$ cat src/rtl/dac_host_regs.sv
module dac_host_regs #(
  parameter int AW = 4,
  parameter int NCOL = 4,
  parameter int POS_W = 12
) (
  input  logic                      clk,
  input  logic                      rst_n,
  input  logic [AW-1:0]             reg_addr,
  input  logic                      wr_en,
  input  logic                      rd_en,
  input  logic [7:0]                wr_data,
  output logic [7:0]                rd_data,
  input  logic [7:0]                status_in,
  output logic                      cram_we,
  output logic [9:0]                cram_addr,
  output logic [7:0]                cram_wdata,
  output logic                      ctab_we,
  output logic [$clog2(NCOL)-1:0]   ctab_idx,
  output logic [1:0]                ctab_comp,
  output logic [7:0]                ctab_wdata,
  output logic                      dac_8bit,
  output logic                      sync_on_green,
  output logic [1:0]                cursor_mode,
  output logic                      cursor_interlace,
  output logic                      cursor_64,
  output logic [POS_W-1:0]          cursor_x,
  output logic [POS_W-1:0]          cursor_y
);
  localparam int CW = $clog2(NCOL);
  localparam int HW = POS_W - 8;

  localparam logic [AW-1:0] A_WADDR  = AW'(0);
  localparam logic [AW-1:0] A_CMD0   = AW'(1);
  localparam logic [AW-1:0] A_CMD1   = AW'(2);
  localparam logic [AW-1:0] A_CMD2   = AW'(3);
  localparam logic [AW-1:0] A_STATUS = AW'(4);
  localparam logic [AW-1:0] A_XLO    = AW'(5);
  localparam logic [AW-1:0] A_XHI    = AW'(6);
  localparam logic [AW-1:0] A_YLO    = AW'(7);
  localparam logic [AW-1:0] A_YHI    = AW'(8);
  localparam logic [AW-1:0] A_CADDR  = AW'(9);
  localparam logic [AW-1:0] A_CDATA  = AW'(10);
  localparam logic [AW-1:0] A_CRAM   = AW'(11);

  logic [7:0]    cmd0, cmd1, cmd2, cmd3, waddr;
  logic [7:0]    xlo, ylo;
  logic [HW-1:0] xhi, yhi;
  logic [CW-1:0] col_idx;
  logic [1:0]    col_comp;

  logic       win_on, win_hit;
  logic [9:0] cram_next;

  assign win_on    = cmd0[7];
  assign win_hit   = win_on && (waddr == 8'd0);
  assign cram_addr = {cmd3[1:0], waddr};
  assign cram_next = cram_addr + 10'd1;

  always_ff @(posedge clk) begin
    if (!rst_n) begin
      cmd0 <= '0; cmd1 <= '0; cmd2 <= '0; cmd3 <= '0; waddr <= '0;
      xlo <= '0; ylo <= '0; xhi <= '0; yhi <= '0;
      col_idx <= '0; col_comp <= '0;
    end else if (wr_en) begin
      case (reg_addr)
        A_WADDR:  waddr <= wr_data;
        A_CMD0:   cmd0 <= wr_data;
        A_CMD1:   cmd1 <= wr_data;
        A_CMD2:   cmd2 <= wr_data;
        A_STATUS: if (win_hit) cmd3 <= wr_data;
        A_XLO:    xlo <= wr_data;
        A_XHI:    xhi <= wr_data[HW-1:0];
        A_YLO:    ylo <= wr_data;
        A_YHI:    yhi <= wr_data[HW-1:0];
        A_CADDR: begin
          col_idx  <= wr_data[CW-1:0];
          col_comp <= 2'd0;
        end
        A_CDATA: begin
          if (col_comp == 2'd2) begin
            col_comp <= 2'd0;
            col_idx  <= col_idx + CW'(1);
          end else begin
            col_comp <= col_comp + 2'd1;
          end
        end
        A_CRAM: begin
          cmd3[1:0] <= cram_next[9:8];
          waddr     <= cram_next[7:0];
        end
        default: ;
      endcase
    end
  end

  always_comb begin
    rd_data = 8'd0;
    if (rd_en) begin
      case (reg_addr)
        A_WADDR:  rd_data = waddr;
        A_CMD0:   rd_data = cmd0;
        A_CMD1:   rd_data = cmd1;
        A_CMD2:   rd_data = cmd2;
        A_STATUS: rd_data = win_on ? (win_hit ? cmd3 : 8'd0) : status_in;
        A_XLO:    rd_data = xlo;
        A_XHI:    rd_data = 8'(xhi);
        A_YLO:    rd_data = ylo;
        A_YHI:    rd_data = 8'(yhi);
        A_CADDR:  rd_data = 8'(col_idx);
        default:  rd_data = 8'd0;
      endcase
    end
  end

  assign cram_we    = wr_en && (reg_addr == A_CRAM);
  assign cram_wdata = wr_data;
  assign ctab_we    = wr_en && (reg_addr == A_CDATA);
  assign ctab_idx   = col_idx;
  assign ctab_comp  = col_comp;
  assign ctab_wdata = wr_data;

  assign dac_8bit         = cmd0[1];
  assign sync_on_green    = cmd0[3];
  assign cursor_mode      = cmd2[1:0];
  assign cursor_interlace = cmd2[3];
  assign cursor_64        = cmd3[2];
  assign cursor_x         = {xhi, xlo};
  assign cursor_y         = {yhi, ylo};
endmodule

$ cat config.mk
export PLATFORM = sky130hd
export DESIGN_NAME = dac_host_regs
export DESIGN_NICKNAME = d
export VERILOG_FILES = /design/src/rtl/dac_host_regs.sv
export SDC_FILE = /design/constraint.sdc
export NUM_CORES = 1
export LEC_CHECK = 0
export ABC_AREA = 1
export BUFFER_PORTS_ARGS = -buffer_cell sky130_fd_sc_hd__buf_4
export CAP_MARGIN = 10
export CORE_AREA = 2 2 71 123
export CTS_BUF_LIST = sky130_fd_sc_hd__clkbuf_8
export DETAILED_ROUTE_END_ITERATION = 12
export DIE_AREA = 0 0 73 125
export PLACE_DENSITY = 0.74
export SETUP_SLACK_MARGIN = 0.5
export SYNTH_ARGS = -nofsm -noshare
export SYNTH_HDL_FRONTEND = slang
export SYNTH_SLANG_ARGS = --single-unit
export TNS_END_PERCENT = 5
$ cat constraint.sdc
create_clock -name clk -period 1.29 [get_ports clk]
set_input_delay 0.258 -clock clk [delete_from_list [all_inputs] [get_ports clk]]
set_output_delay 0.258 -clock clk [all_outputs]
set_load 0.02 [all_outputs]
Word level (Yosys, flattened, before mapping)

Cells that the tools add are included.
W data, S select, Z words.

Add/sub/neg operators: 3
Equality and inequality tests: 14
Mux-type cells: 11
Reductions and logical operators: 20

Operators by type and width:

| operator                | number |
|---|---|
| $pmux W8 S10            | 1 |
| $mux W8                 | 3 |
| $reduce_and A2 Y1       | 9 |
| $eq A4 B3 Y1 const B    | 4 |
| $eq A4 B4 Y1 const B    | 4 |
| $pmux W8 S2             | 1 |
| $pmux W2 S2             | 3 |
| $add A10 B1 Y10 const B | 1 |
| $reduce_and A3 Y1       | 3 |
| $eq A4 B2 Y1 const B    | 2 |
| $logic_not A8 Y1        | 1 |
| $mux W2                 | 3 |
| $reduce_bool A2 Y1      | 3 |
| $add A2 B1 Y2 const B   | 2 |
| $eq A4 B1 Y1 const B    | 1 |
| $logic_not A4 Y1        | 1 |
| $ne A2 B2 Y1 const B    | 2 |
| $logic_and A1 B1 Y1     | 3 |
| $eq A2 B2 Y1 const B    | 1 |

Bits in registers: 68
Bits of input ports: 24
Output and inout bits: 70
Word-level logic and storage cells: 60

Longest topological paths before layout

Depth after elaboration: 6
Gate-level depth with buffers: 10
Mapped depth without buffers: 10

Worst setup path after synthesis

No wires, ideal clock.

Kind: register to output
Start point: register waddr[0]
End point: output rd_data[2]
Data arrival time: 1,470 ps
Required time: 1,032 ps
Path slack: -438 ps
Cell stages (with the launch flop): 9
Buffers on the path: 0
Cell sequence: dfxtp_1 -> inv_1 -> ha_1 -> nand3_1 -> nor2_2 -> nand2_1 -> a21oi_1 -> nor2_1 -> nor2_1

Cells in the longest elaborated chain, start to end: 6

RTL lines:

| item                   | line | source |
|---|---|---|
| start, declared        | 45   | `logic [7:0] cmd0, cmd1, cmd2, cmd3, waddr;` |
| start signal, assigned | 66   | `A_WADDR: waddr <= wr_data;` |
| start signal, assigned | 89   | `waddr <= cram_next[7:0];` |
| $logic_not A8 Y1       | 55   | `assign win_hit = win_on && (waddr == 8'd0);` |
| $logic_and A1 B1 Y1    | 55   |  |
| $mux W8 (2 in a row)   | 104  | `A_STATUS: rd_data = win_on ? (win_hit ? cmd3 : 8'd0) : status_in;` |
| $pmux W8 S10           | 99   | `case (reg_addr)` |
| $mux W8                | 98   | `if (rd_en) begin` |
| end, declared          | 12   | `output logic [7:0] rd_data,` |

No other way between the ends.

Final worst setup path

Start point: register waddr[1]
End point: output rd_data[2]

Same word-level chain as after synthesis.

==> run metrics <==
outcome finished with violations; violated checks negative setup slack; fin worst setup slack -0.710 ns; delay-heaviest family, CP simple AND/OR/NAND/NOR gates; HP Class in -> reg; Max VDD drop 0.955 mV; ratio of final minimum period to clock period 1.55; DRT Pass-1 Iters 7; die height 125 um; initial antenna violation count 0; sequential fraction of the synthesis area 0.359; Synth Register Bits 68; final core utilization 0.694; num rows 44; CP Data Arrival Time 1.74 ns; Slew headroom 0.778; H-tree depth 3; synthesized-area fraction occupied by adder cells 0.00661; multiplexer share of the synthesized area 0; core area 0.00820 sq mm; EDFF count, synth 0; ys async rst share 0; Clock Skews 0.0103 ns; Tightest Pin Transition 0.329 ns; Min Hold Slack 0.185 ns; Finish-stage setup viols 21; most frequent CP cell nor2_2; vias in the first global route 4440; dpl hpwl 9690 um; # IOs 94; synthesized netlist cell count 603; xor/xnor share of the synthesized area 0.00231; largest family of logic cells by synthesized area simple AND/OR/NAND/NOR gates; share of layout cells above drive strength 1 0.366; final net count 756; Bufs on Longest Clock Path 2; Clk pin slew, worst setup/hold paths 0.08 ns; vias 4568; CP Cell Sequence inv_4 > ha_4 > nand3_4 > nor2_4 > nand2_2 > a21oi_2 > nor2_2 > nor2_2 > buf_6; CTS Buf Count 9; final WL 13300 um; Final Slew Violations 0; Worst Path Max Fanout 7; Total Die Area 0.00913 sq mm; initial DRC count 324; crit path capture type output port; Post-Layout Cell Count 827; DR DRC count 0; LEAKAGE 2.52 nW; grt ovf 0; clock latency on the worst-skew pair 0.37 ns; total negative slack -7.76 ns; Die Wd 73 um; syn_nets 629; WP buf/inv 2; startpoint types flop; ant diodes 0; synthesized area 0.00379 sq mm; global placer's final weighted congestion 0.974; Vias/cell 5.52; Synth Flop Type dfxtp_1; total power per unit cell area 876 mW/mm^2; TritonCTS clock tree done; required time of the critical path 1.03 ns; GRT Util Overall 0.292; largest net degree at the start of global routing 33; Starting Density 0.462; WL per Instance 16.1 um; Worst path slowest cell dfxtp_4; area grow syn2layout 50.2%; PortBufs 93; TritonCTS Sinks 68; Peak Freq 500 MHz; CP Class reg -> out; first-pass GRT wire length 20800 um; CTS root buffer clkbuf_8; Yosys cell types 26; Hold Vio Cnt, Final 0; Compound-Gate Fraction of Synth Area 0.142; MaxCap Viol Count 0; YS warnings 0; Simple-Gate Fraction of Synth Area 0.377; Inst Count DP 811; minimum clock period 2.00 ns; Worst path max stage delay 0.35 ns; Routed Antenna Nets 0; RSZ-0062 raised after global routing true; syn_area_per_cell 6.28 sq um
==> area by class of cell <==
class                      count  area, sq um
tap                           92          115
clock inverter                 5         76.3
multi-input combinational    453         2170
sequential                    68         1440
inverter                      38          148
timing repair buffer         160         1590
fill                         693         2510
clock buffer                  11          151
==> routing by layer <==
metal  GRT usage  vias to the layer above  share of wire
li1            -                     2183              -
met1       0.299                     2124           0.36
met2       0.523                      191           0.53
met3      0.0516                       70          0.051
met4       0.182                        0          0.058
met5           0                        -              0
==> worst paths after layout <==
check,end,depth (start not counted),slack [ns],start
setup / recovery,rd_data[2],9,-0.71,waddr[1]
hold / removal,cmd3[3],3,0.19,wr_data[3]
setup reg to reg,cmd3[7],9,-0.33,waddr[1]
hold reg to reg,cmd1[6],2,0.45,cmd1[6]
==> flip-flops by register name, summed over array words and instances (netlist names) <==
name	flops
ylo	8
cmd0	8
ctab_comp	2
cmd3	8
yhi	4
ctab_idx	2
cmd1	8
cmd2	8
xlo	8
waddr	8
xhi	4
==> Yosys cell counts (3+ instances only) <==
cell type	n	area share
nand2_1	186	0.18
nor2_1	72	0.071
nand3_1	70	0.092
a21oi_1	68	0.090
dfxtp_1	68	0.36
inv_1	36	0.036
o21ai_0	29	0.038
buf_4	21	0.042
clkbuf_1	11	0.011
nand2_2	8	0.013
buf_2	6	0.0079
nor2_2	5	0.0083
buf_6	4	0.012
o21ai_1	3	0.0040
==> layout by cell type, fill, tap and decap left out <==
cell type    n
nand2_4      6
a21boi_1     1
a21boi_0     1
a21oi_4      1
nand4_1      1
inv_1       33
dfxtp_2     29
clkinv_1     1
o21ai_1     10
buf_6       76
o21a_1       1
nand3b_1     1
nor2_4       4
clkinv_4     1
bufinv_16    2
o21ai_0     22
nand2_2      9
a21oi_2      3
nor3_2       2
a21oi_1     65
dfxtp_1     29
buf_8        4
nor2_1      52
buf_12       6
inv_2        4
nand3_4      1
nand3_1     68
or2_1        1
buf_4       74
clkbuf_8    11
nand3_2      1
dfxtp_4     10
nor2_2      21
ha_2         1
nand2_1    179
xnor2_1      1
ha_4         1
inv_4        2
==> per-stage QoR <==
stage / setup WS [ns] / instance area [sq um] / power, mW
2_1_floorplan: -0.253 / 3840 / 2.58
3_3_place_gp: -0.458 / 4920 / 2.89
3_5_place_dp: -0.475 / 4920 / 2.90
4_1_cts: -0.674 / 5580 / 4.96
5_1_grt: -0.787 / 5690 / 5.12
6_report: -0.710 / 5690 / 4.99
==> power by group <==
group          internal [mW]  total, mW  switching [mW]
sequential              2.12       2.15          0.0285
clock                   1.18       2.04           0.855
combinational          0.345      0.804           0.459
total                   3.65       4.99            1.34
==> logic make-up after synthesis <==
group	count (synthesis)
buffers and inverters	82
AOI/OAI and AO/OA	104
xor gates and xnor gates	1
and+or+nand+nor	346
DFF	68
adders and majority gates	2
==> what timing repair did <==
item / in CTS / in global routing
endpoints found under the setup margin: 138 / 130
resized for setup: 149 / 35
pin swaps: 16 / 11
buffers inserted: 0 / 0
hold buffers: 0 / 0
==> tightest hold or removal path: cells and delay by family <==
family	cells	cell delay [ns]
AND/OR/NAND/NOR	2	0.13
buffers and inverters	1	0.12
Power figures use the tool's default switching activity.
